<file path="config.mk">
export PLATFORM = sky130hd
export DESIGN_NAME = smb_rx_counter
export DESIGN_NICKNAME = d
export VERILOG_FILES = /design/src/rtl/smb_rx_pkg.sv /design/src/rtl/smb_rx_pec.sv /design/src/rtl/smb_rx_count.sv /design/src/rtl/smb_rx_status.sv /design/src/rtl/smb_rx_counter.sv
export SDC_FILE = /design/constraint.sdc
export NUM_CORES = 1
export LEC_CHECK = 0
export CAP_MARGIN = 20
export CORE_MARGIN = 2
export CORE_UTILIZATION = 51
export CTS_BUF_LIST = sky130_fd_sc_hd__clkbuf_8
export DETAILED_ROUTE_END_ITERATION = 12
export GPL_ROUTABILITY_DRIVEN = 0
export PLACE_DENSITY = 0.8
export SKIP_CTS_REPAIR_TIMING = 1
export SYNTH_ARGS = -nofsm -noshare
export SYNTH_HDL_FRONTEND = slang
export SYNTH_SLANG_ARGS = --single-unit
</file>
<file path="constraint.sdc">
create_clock -name clk -period 2.81 [get_ports clk]
set_clock_uncertainty 0.15 [all_clocks]
set_input_delay 0.281 -clock clk [delete_from_list [all_inputs] [get_ports clk]]
set_output_delay 0.281 -clock clk [all_outputs]
set_load 0.05 [all_outputs]
</file>
<file path="src/rtl/smb_rx_pkg.sv">
package smb_rx_pkg;
  // One CRC-8 update over a byte, fed one bit at a time, MSB first.
  function automatic logic [7:0] crc8_step(input logic [7:0] crc,
                                           input logic [7:0] din,
                                           input logic [7:0] poly);
    logic [7:0] c;
    logic       fb;
    c = crc;
    for (int i = 7; i >= 0; i--) begin
      fb = c[7] ^ din[i];
      c  = {c[6:0], 1'b0};
      if (fb) c = c ^ poly;
    end
    return c;
  endfunction
endpackage

</file>
<file path="src/rtl/smb_rx_pec.sv">
module smb_rx_pec #(
  parameter logic [7:0] POLY = 8'h07
) (
  input  logic       clk,
  input  logic       rst_n,
  input  logic       seed,
  input  logic [7:0] seed_byte,
  input  logic       take,
  input  logic [7:0] din,
  output logic       match
);
  import smb_rx_pkg::*;

  logic [7:0] acc;

  always_ff @(posedge clk or negedge rst_n) begin
    if (!rst_n)    acc <= '0;
    else if (seed) acc <= crc8_step(8'h00, seed_byte, POLY);
    else if (take) acc <= crc8_step(acc, din, POLY);
  end

  assign match = (din == acc);

  // the accumulator only moves on a seed or on an accepted data byte
  a_r3_acc_hold: assert property (@(posedge clk) disable iff (!rst_n)
    (!seed && !take) |=> $stable(acc));
endmodule

</file>
<file path="src/rtl/smb_rx_count.sv">
module smb_rx_count #(
  parameter int CNT_W = 8
) (
  input  logic             clk,
  input  logic             rst_n,
  input  logic             addr_match,
  input  logic             cfg_we,
  input  logic [CNT_W-1:0] cfg_cnt,
  input  logic             cfg_pec_en,
  input  logic             cfg_reload,
  input  logic             byte_valid,
  output logic             byte_take,
  output logic             cnt_zero,
  output logic             is_pec,
  output logic             remain_nz,
  output logic             tcr
);
  localparam logic [CNT_W-1:0] ONE = CNT_W'(1);

  logic [CNT_W-1:0] cnt;
  logic             pec_en;
  logic             reload;
  logic             last_of_chunk;

  assign cnt_zero      = (cnt == '0);
  assign byte_take     = byte_valid && !cnt_zero;
  assign last_of_chunk = (cnt == ONE);
  assign is_pec        = pec_en && !reload && last_of_chunk;
  assign remain_nz     = byte_take ? !last_of_chunk : !cnt_zero;

  always_ff @(posedge clk or negedge rst_n) begin
    if (!rst_n) begin
      cnt    <= '0;
      pec_en <= 1'b0;
      reload <= 1'b0;
      tcr    <= 1'b0;
    end else if (addr_match) begin
      cnt    <= '0;
      pec_en <= 1'b0;
      reload <= 1'b0;
      tcr    <= 1'b0;
    end else if (cfg_we) begin
      cnt    <= cfg_cnt;
      pec_en <= cfg_pec_en;
      reload <= cfg_reload;
      tcr    <= 1'b0;
    end else if (byte_take) begin
      cnt <= cnt - ONE;
      if (reload && last_of_chunk) tcr <= 1'b1;
    end
  end

  // an accepted byte lowers the count by exactly one
  a_r2_count_dec: assert property (@(posedge clk) disable iff (!rst_n)
    (byte_take && !cfg_we && !addr_match) |=> (cnt == $past(cnt) - ONE));
  // a byte with no count left leaves the count at zero
  a_r7_zero_hold: assert property (@(posedge clk) disable iff (!rst_n)
    (byte_valid && cnt_zero && !cfg_we && !addr_match) |=> cnt_zero);
  // tcr only rises from a byte that used up a reload chunk
  a_r4_tcr_source: assert property (@(posedge clk) disable iff (!rst_n)
    $rose(tcr) |-> ($past(byte_take) && $past(reload)));
endmodule

</file>
<file path="src/rtl/smb_rx_status.sv">
module smb_rx_status (
  input  logic       clk,
  input  logic       rst_n,
  input  logic       addr_match,
  input  logic       addr_clr,
  input  logic       nack_we,
  input  logic       nack_val,
  input  logic       byte_valid,
  input  logic       byte_take,
  input  logic [7:0] byte_data,
  input  logic       pec_fail,
  input  logic       stop_seen,
  input  logic       remain_nz,
  output logic       nack_ctrl,
  output logic       addr_flag,
  output logic       pec_err,
  output logic       early_stop,
  output logic       rx_ready,
  output logic [7:0] rx_data
);
  logic active;

  always_ff @(posedge clk or negedge rst_n) begin
    if (!rst_n) begin
      nack_ctrl  <= 1'b0;
      addr_flag  <= 1'b0;
      pec_err    <= 1'b0;
      early_stop <= 1'b0;
      active     <= 1'b0;
    end else if (addr_match) begin
      nack_ctrl  <= 1'b0;
      addr_flag  <= 1'b1;
      pec_err    <= 1'b0;
      early_stop <= 1'b0;
      active     <= 1'b1;
    end else begin
      if (nack_we)         nack_ctrl <= nack_val;
      else if (byte_valid) nack_ctrl <= 1'b0;
      if (addr_clr) addr_flag <= 1'b0;
      if (pec_fail) pec_err <= 1'b1;
      if (stop_seen) begin
        active <= 1'b0;
        if (active && remain_nz) early_stop <= 1'b1;
      end
    end
  end

  always_ff @(posedge clk or negedge rst_n) begin
    if (!rst_n) begin
      rx_ready <= 1'b0;
      rx_data  <= '0;
    end else begin
      rx_ready <= byte_take;
      if (byte_take) rx_data <= byte_data;
    end
  end

  // the PEC error flag is sticky until an address match
  a_r6_pec_sticky: assert property (@(posedge clk) disable iff (!rst_n)
    (pec_err && !addr_match) |=> pec_err);
  // every accepted byte is followed by a ready strobe
  a_r2_ready_follows: assert property (@(posedge clk) disable iff (!rst_n)
    byte_take |=> rx_ready);
  // early stop only rises on a STOP
  a_r8_stop_cause: assert property (@(posedge clk) disable iff (!rst_n)
    $rose(early_stop) |-> $past(stop_seen));
endmodule

</file>
<file path="src/rtl/smb_rx_counter.sv">
module smb_rx_counter #(
  parameter int         CNT_W = 8,
  parameter logic [7:0] POLY  = 8'h07
) (
  input  logic             clk,
  input  logic             rst_n,
  input  logic             addr_match,
  input  logic [7:0]       addr_byte,
  input  logic             sw_addr_clr,
  input  logic             sw_cfg_we,
  input  logic [CNT_W-1:0] sw_cnt,
  input  logic             sw_pec_en,
  input  logic             sw_reload,
  input  logic             sw_nack_we,
  input  logic             sw_nack_val,
  input  logic             byte_valid,
  input  logic [7:0]       byte_data,
  input  logic             stop_seen,
  output logic             rsp_nack,
  output logic             rx_ready,
  output logic [7:0]       rx_data,
  output logic             addr_flag,
  output logic             tcr,
  output logic             stretch,
  output logic             pec_err,
  output logic             early_stop
);
  // Named internal events, used by assertions below.
  logic byte_take;
  logic cnt_zero;
  logic is_pec;
  logic remain_nz;
  logic pec_match;
  logic pec_fail;
  logic nack_ctrl;
  logic acc_take;

  assign acc_take = byte_take && !is_pec;
  assign pec_fail = byte_take && is_pec && !pec_match;

  smb_rx_count #(.CNT_W(CNT_W)) u_count (
    .clk        (clk),
    .rst_n      (rst_n),
    .addr_match (addr_match),
    .cfg_we     (sw_cfg_we),
    .cfg_cnt    (sw_cnt),
    .cfg_pec_en (sw_pec_en),
    .cfg_reload (sw_reload),
    .byte_valid (byte_valid),
    .byte_take  (byte_take),
    .cnt_zero   (cnt_zero),
    .is_pec     (is_pec),
    .remain_nz  (remain_nz),
    .tcr        (tcr)
  );

  smb_rx_pec #(.POLY(POLY)) u_pec (
    .clk       (clk),
    .rst_n     (rst_n),
    .seed      (addr_match),
    .seed_byte (addr_byte),
    .take      (acc_take),
    .din       (byte_data),
    .match     (pec_match)
  );

  smb_rx_status u_status (
    .clk        (clk),
    .rst_n      (rst_n),
    .addr_match (addr_match),
    .addr_clr   (sw_addr_clr),
    .nack_we    (sw_nack_we),
    .nack_val   (sw_nack_val),
    .byte_valid (byte_valid),
    .byte_take  (byte_take),
    .byte_data  (byte_data),
    .pec_fail   (pec_fail),
    .stop_seen  (stop_seen),
    .remain_nz  (remain_nz),
    .nack_ctrl  (nack_ctrl),
    .addr_flag  (addr_flag),
    .pec_err    (pec_err),
    .early_stop (early_stop),
    .rx_ready   (rx_ready),
    .rx_data    (rx_data)
  );

  assign rsp_nack = byte_valid && (nack_ctrl || cnt_zero || pec_fail);
  assign stretch  = addr_flag || tcr;

  // the bus is held while the address flag is pending
  a_r1_addr_hold: assert property (@(posedge clk) disable iff (!rst_n)
    addr_flag |-> stretch);
  // the bus is held while a reload is pending
  a_r4_tcr_hold: assert property (@(posedge clk) disable iff (!rst_n)
    tcr |-> stretch);
  // a byte with no count left is refused
  a_r7_zero_nack: assert property (@(posedge clk) disable iff (!rst_n)
    (byte_valid && cnt_zero) |-> rsp_nack);
  // a failing PEC byte is refused and flagged
  a_r6_fail_nack: assert property (@(posedge clk) disable iff (!rst_n)
    pec_fail |-> (rsp_nack ##1 pec_err));
  // a matching PEC byte is ACKed unless software asked for NACK
  a_r3_match_ack: assert property (@(posedge clk) disable iff (!rst_n)
    (byte_take && is_pec && pec_match && !nack_ctrl) |-> !rsp_nack);
endmodule

</file>
* Yosys cells after proc, flatten, opt, wreduce, memory -nomap -nowiden
Index checks and enable logic that the tools add are counted.
** Cells by class
- Add/subtract/negate cells :: 1
- Multipliers :: 0
- Div/mod/pow operators :: 0
- $lt $le $gt $ge :: 0
- Equality and inequality tests :: 2
- Shifts and indexed selects :: 0
- Mux-type cells :: 63
- Bitwise operators :: 30
- Reductions and logical operators :: 29
** Operator list (number)
- $mux W8 :: 26
- $mux W3 :: 16
- $not A3 Y3 :: 15
- $mux W1 :: 21
- $xor A1 B1 Y1 :: 15
- $reduce_bool A2 Y1 :: 6
- $logic_and A1 B1 Y1 :: 9
- $reduce_bool A3 Y1 :: 3
- $eq A8 B1 Y1 const B :: 1
- $eq A8 B8 Y1 :: 1
- $logic_not A8 Y1 :: 1
- $sub A8 B1 Y8 const B :: 1
- $logic_not A1 Y1 :: 5
- $reduce_and A2 Y1 :: 2
- $logic_or A1 B1 Y1 :: 3
** Storage, ports and cells
- Register bits :: 33
- Latch bits :: 0
- Bits in writable memories :: 0
- ROM bits :: 0
- Input port bits :: 35
- Memories kept :: 0

* Depth between registers and ports, before layout
Gate-level depths: netlist of the first run.
- Depth after elaboration :: 35
- Mapped depth :: 8

* Hierarchy
A second synthesis of the first run with hierarchy kept.
** Second synthesis, totals
- Cell total of the unflattened synthesis :: 194
- Area, all modules :: 2102.0 um2
** By module, submodules not included
- smb_rx_pec :: instances 1, cells each 78, area each 855.8 um2, sequential area each 200.2 um2
- smb_rx_count :: instances 1, cells each 78, area each 713.2 um2, sequential area each 275.3 um2
- smb_rx_status :: instances 1, cells each 34, area each 503.0 um2, sequential area each 350.3 um2
- smb_rx_counter :: instances 1, cells each 4, area each 30.0 um2, sequential area each 0.0 um2

* Worst setup path after synthesis of the first run
OpenSTA, ideal clock, no wires.
- Kind :: reg-to-output
- From :: reg u_count.cnt[4]
- To :: out rsp_nack
- Data arrival time :: 1.903 ns
- Required time :: 2.379 ns
- Path slack :: 0.476 ns
- Cell stages (with the launch flop) :: 6
- Path buffers :: 1
- Path through :: dfrtp_1 -> or4_1 -> buf_2 -> nor3_1 -> and3_1 -> o31a_1
** On the way
- Longest elaborated chain between the ends :: 7
- Elaborated cells between the ends (all ways) :: 10
- Classes of those cells :: eq/ne (1); reduce/logical (9)
** RTL lines
- start: declaration :: line smb_rx_count.sv:20 : logic [CNT_W-1:0] cnt;
- start signal: assignment :: line smb_rx_count.sv:43 : cnt <= cfg_cnt;
- start signal: assignment :: line smb_rx_count.sv:48 : cnt <= cnt - ONE;
- $logic_not A8 Y1 :: line smb_rx_count.sv:25 : assign cnt_zero = (cnt == '0);
- $logic_not A1 Y1 :: line smb_rx_count.sv:26 : assign byte_take = byte_valid && !cnt_zero;
- $logic_and A1 B1 Y1 :: line smb_rx_count.sv:26
- $logic_and A1 B1 Y1 (2 in series) :: line smb_rx_counter.sv:39 : assign pec_fail = byte_take && is_pec && !pec_match;
- $logic_or A1 B1 Y1 (*) :: line smb_rx_counter.sv:88 : assign rsp_nack = byte_valid && (nack_ctrl || cnt_zero || pec_fail);
- $logic_and A1 B1 Y1 (*) :: line smb_rx_counter.sv:88
- end: declaration :: line smb_rx_counter.sv:19 : output logic rsp_nack,
Every way passes the cells marked *; elsewhere a longest branch is shown, timed or not.

* Final worst setup path of the first run
Ends and elaborated chain as after synthesis.

==> results of run 1 <==
==> sequential cells by signal, indices dropped and copies added, names as in the netlist <==
register / cells
u_count.cnt: 8
u_pec.acc: 8
u_status.rx_data: 8
u_count.pec_en: 1
u_count.reload: 1
u_count.tcr: 1
u_status.active: 1
u_status.addr_flag: 1
u_status.early_stop: 1
u_status.nack_ctrl: 1
u_status.pec_err: 1
u_status.rx_ready: 1
==> worst reg2reg max path, stage by stage, from the launching register on <==
cell and delay, ns:
dfrtp_1 0.41, inv_1 0.14, ha_1 0.26, or3b_2 0.53, o21ai_4 0.18, inv_4 0.12
and4b_1 0.20, a2111oi_2 0.27
==> final cells by class <==
cell class | count | area (sq um)
multi-input cells | 156 | 1080
fillers | 281 | 1060
flip-flops and latches | 33 | 826
repair buffers | 57 | 548
clock buffers | 5 | 68.8
well taps | 48 | 60.1
inverters | 7 | 28.8
clock inverters | 3 | 13.8
==> cell families after synthesis <==
group / count (synthesis) / synth area share
muxes: 11 / 0.0559
AOI/OAI and AO/OA: 32 / 0.114
DFF: 33 / 0.420
adders and majority gates: 6 / 0.0381
buffers and inverters: 16 / 0.0324
and+or+nand+nor: 68 / 0.159
xor gates and xnor gates: 39 / 0.181
==> metal layers <==
| metal | global-route usage | vias to the layer above | share of wire |
|---|---|---|---|
| met1 | 0.285 | 770 | 0.45 |
| met5 | 0 | - | 0 |
| met4 | 0.0765 | 0 | 0.018 |
| met3 | 0.0511 | 9 | 0.041 |
| met2 | 0.344 | 37 | 0.49 |
| li1 | - | 807 | - |
==> path summary, 6_finish.rpt <==
path	to	cells past startpoint	slack [ns]
worst min register to register	u_status.rx_data[1]	2	0.32
worst min-delay path	u_status.pec_err	2	0.25
worst max-delay path	rsp_nack	5	0.16
min in group clk	u_status.rx_data[1]	2	0.32
worst max register to register	u_count.cnt[3]	7	0.43
max in group asynchronous	u_status.rx_ready	2	1.97
==> cells in the final DEF (no fill, tap or decap), types with 2 or more instances in the layout <==
cell type,count
nand2_1,34
a21oi_1,8
nand3_1,3
nor3_1,5
clkdlybuf4s50_1,48
xnor2_1,28
and3_1,2
clkbuf_8,5
a21o_1,4
dfrtp_1,33
a22oi_1,4
buf_4,9
nor2_1,13
o21ai_0,6
ha_1,6
mux2i_1,11
xor2_1,10
clkinv_2,2
inv_1,7
==> stage by stage <==
stage | cell area, sq um | instances | util | total power [mW] | setup WS (ns)
final | 2620 | 309 | 0.711 | 1.86 | 0.163
after global routing | 2620 | 309 | 0.711 | 1.98 | 0.00650
after CTS | 2620 | 309 | 0.711 | 1.87 | 0.157
after detailed placement | 2540 | 301 | 0.689 | 1.52 | 0.247
after global placement | 2540 | 301 | 0.689 | 1.51 | 0.294
after floorplan | 1970 | 205 | - | 1.26 | 0.476
==> power by group <==
part	leakage, nW	switching (mW)	internal [mW]
logic	0.727	0.464	0.439
clock network	0.0491	0.165	0.168
registers	0.411	0.0644	0.560
total	1.19	0.693	1.17
==> run metrics, run 1 <==
CP Buf/Inv Count=1; critical-path cell list=or4_1 -> nor3_1 -> and3_1 -> o31a_1 -> buf_4; Final period util=0.942; IO Port Bufs=49; Avg Cell Area, Syn=9.60 sq um; top cells by count, synth=34 x nand2_1, 33 x dfrtp_1, 28 x xnor2_1; chip height=66.1 um; Top FF cell, synth=dfrtp_1; All-Layer GR Usage=0.215; Area Growth Syn to Fin=33.3%; Row Count=22; DP HPWL=3160 um; Vias=1623; Mapped Cells=205; Clock Root Buffer=clkbuf_8; Clock Tree Buf Depth=2; clk_lat worst skew=0.28 ns; pins over their slew limit=0; Min Hold Slack=0.249 ns; WP data arrival=2.22 ns; crit path from=u_count.cnt[4]; Max Fclk=0.378 GHz; Max-Cap Viols=0; Async S/R FF share, synth=1.00; Setup violations, final=0; Seq cells post-synth=33; Initial DRC Count=99; Post-layout nets=301; router iterations before antenna repair=4; post-DR wirelength/cell=13.8 um; Hold Path Class=in -> async; RR Startpoint=u_count.cnt[0]; slew of the pin with the lowest slew margin=0.907 ns; status=finished, final reports clean; first-pass GRT wire length=7080 um; number of flops mapped to enable cells by yosys=0; syn nets=246; Ports=50; vias per inst=5.25; total grt overflow=0; Max Fanout on Critical Path=6; crit path time final=2.65 ns; CTS tree=done; Top Family by Delay on Critical Path=simple AND/OR/NAND/NOR gates; Synth cell types=41; initial antenna violation count=0; largest net degree at the start of global routing=34; Synth Cell Area=1970 sq um; Die ar.=4370 sq um; Die X=66.1 um; Initial Util=0.534; Yosys warning count=0; # DRC=0; total CTS buffers=5; startpoint type of the worst setup path=register; sequential area share after synthesis=0.420; vias in the first global route=1565; largest stage delay on the critical path=0.68 ns; Final Hold Fails=0; drt total wl=4260 um; count leader, synth=nand2_1; Num Clock Sinks=33; post-synth top area cell=dfrtp_1; peak supply drop=394 uV; top post-synthesis cells by area=dfrtp_1 42%, xnor2_1 12%, nand2_1 6.5%, mux2i_1 5.6%, xor2_1 4.5%; clock transition at the registers of the reported paths=0.07 ns; antenna-violating nets left=0; relative slew slack=0.393; worst path required time=2.38 ns; core area=3690 sq um; final setup TNS=0 ns; Critical-path top delay cell=or4_1; ant diodes=0; LEAKAGE=1.19 nW; H-Tree Depth=2; CP Class=reg -> out; crit path capture type=primary output; power per cell area=709 nW/um^2; share of the synthesized area in the top cell type=0.420; layout cells sized above 1=0.0843; RSZ-0062 raised after global routing=no
Power figures use the tool's default switching activity.
==> run 2: changes to the inputs <==
- HOLD_SLACK_MARGIN: not set -> 0.15
- SKIP_CTS_REPAIR_TIMING: 1 -> not set
==> results of run 2 <==
Final layout, timing and power as in run 1 (identical DEF).
==> run 3: changes to the inputs <==
==> constraint.sdc (replaced) <==
create_clock -name clk -period 2.81 [get_ports clk]
set_clock_uncertainty 0.15 [all_clocks]
set_input_delay 0.7025 -clock clk [delete_from_list [all_inputs] [get_ports clk]]
set_output_delay 0.7025 -clock clk [all_outputs]
set_load 0.05 [all_outputs]
==> run 3 against run 2 <==
The run now ends with setup timing left. Utilization up 8.3 points. Highest routed layer unchanged. Clock power up 4%. Routed wire length up 27%. Combinational power up 27%. Critical path type unchanged.
==> run metrics, run 3 (synthesis gave the netlist of run 1 again) <==
Clock Tree Buf Depth=2; relative slew slack=0.657; Post-layout nets=319; hold worst-path end=u_status.rx_data[6]; Hold Path Class=reg -> reg; total CTS buffers=5; Area Growth Syn to Fin=49.0%; slack of the critical path=-0.0454 ns; FF-to-FF path depth=7; most frequent cells in the layout=40 x clkdlybuf4s50_1, 34 x nand2_1, 32 x dfrtp_1; clk_lat worst skew=0.28 ns; fill cell count=229; status=finished with violations; vias in the first global route=1773; worst flop-to-flop path endpoint=u_count.cnt[3]; crit path time final=2.86 ns; Initial Util=0.534; worst path required time=1.96 ns; chip height=66.1 um; # DRC=0; antenna-violating nets left=0; largest registers=u_count.cnt x8, u_pec.acc x8, u_status.rx_data x8; IO Port Bufs=49; commonest non-fill, non-tap cell in the layout=clkdlybuf4s50_1; Ports=50; hold_buf cts=0; Worst Setup Slack post-DPL=-0.445 ns; H-Tree Depth=2; RSZ-0062 raised after global routing=yes; Vias=1799; failing checks=setup timing; HP Start=u_status.rx_data[6]; first-pass GRT wire length=8390 um; RR Startpoint=u_count.cnt[1]; Max-Cap Viols=0; CP Class=reg -> out; Final Util=0.795; Setup violations, final=1; ant diodes=0; Final period util=1.02; All-Layer GR Usage=0.255; largest net degree at the start of global routing=34; layout cells sized above 1=0.229; drt total wl=5410 um; power per cell area=739 nW/um^2; total grt overflow=0; Max Fclk=0.350 GHz; Final Hold Fails=0; reg-to-reg slack, setup=0.50 ns; peak supply drop=403 uV; startpoint type of the worst setup path=register; CTS tree=done; Max Fanout on Critical Path=4; post-DR wirelength/cell=16.5 um; initial antenna violation count=0; Initial DRC Count=166; pins over their slew limit=0; WP data arrival=2.00 ns; Die X=66.1 um; clock transition at the registers of the reported paths=0.07 ns; DP HPWL=3300 um; Row Count=22; vias per inst=5.50; Num Clock Sinks=33; crit path capture type=primary output; LEAKAGE=1.33 nW; Min Hold Slack=0.329 ns; hold depth=2; final setup TNS=-0.0454 ns; Clock Root Buffer=clkbuf_8; Die ar.=4370 sq um; router iterations before antenna repair=4; slew of the pin with the lowest slew margin=0.510 ns; core area=3690 sq um
## run 3: cell count changes in the layout (fill, tap and decap cells not counted), sizes merged
cell           delta
buf              +24
dlygate4sd2       +2
clkdlybuf4s50     -8
## run 3: worst max path at each step
stage,from,cells after the start,end,slack (ns)
2_1_floorplan,byte_data[2],6,rsp_nack,0.02
5_1_grt,u_count.cnt[1],6,rsp_nack,-0.10
6_report,u_count.cnt[4],5,rsp_nack,-0.05
3_3_place_gp,byte_data[2],8,rsp_nack,-0.42
4_1_cts,byte_data[3],8,rsp_nack,-0.05
3_5_place_dp,byte_data[3],8,rsp_nack,-0.45
## run 3: area by class of cell
cell class                      count  area [sq um]  area share
Clock buffer                        5          68.8      0.0235
Sequential cell                    33           827       0.282
Inverter                            7          28.8     0.00982
Timing Repair Buffer               75           703       0.240
Tap cell                           48          60.1      0.0205
Clock inverter                      3          13.8     0.00469
Multi-Input combinational cell    156          1230       0.420
## run 3: stage by stage
step / std cells / cell area (sq um) / total power [mW]
floorplan: 205 / 1980 / 1.27
global placement: 310 / 2620 / 1.58
detailed placement: 310 / 2620 / 1.59
CTS: 324 / 2880 / 2.09
global route: 327 / 2930 / 2.29
finish: 327 / 2930 / 2.17
## run 3: per-layer routing
metal	global-route usage	share of wire	vias to the layer above
li1	-	-	842
met2	0.404	0.50	89
met4	0.0893	0.019	0
met1	0.340	0.42	857
met5	0	0	-
met3	0.0613	0.062	11
## run 3: what timing repair did
action | CTS | global route
endpoints found under the setup margin | 1 | 1
buffers inserted | 6 | 3
resized for setup | 60 | 5
pin swaps | 11 | 9
## run 3: report_power, final
part | internal, mW | switching [mW] | total (mW)
logic | 0.625 | 0.526 | 1.15
registers | 0.560 | 0.110 | 0.670
clock network | 0.168 | 0.177 | 0.345
## run 3: critical path, stage by stage, from the launching register on
cell and delay (ns):
dfrtp_1 0.43, or4_4 0.57, nor3_4 0.21, and3_4 0.20, o31a_1 0.14, buf_6 0.16
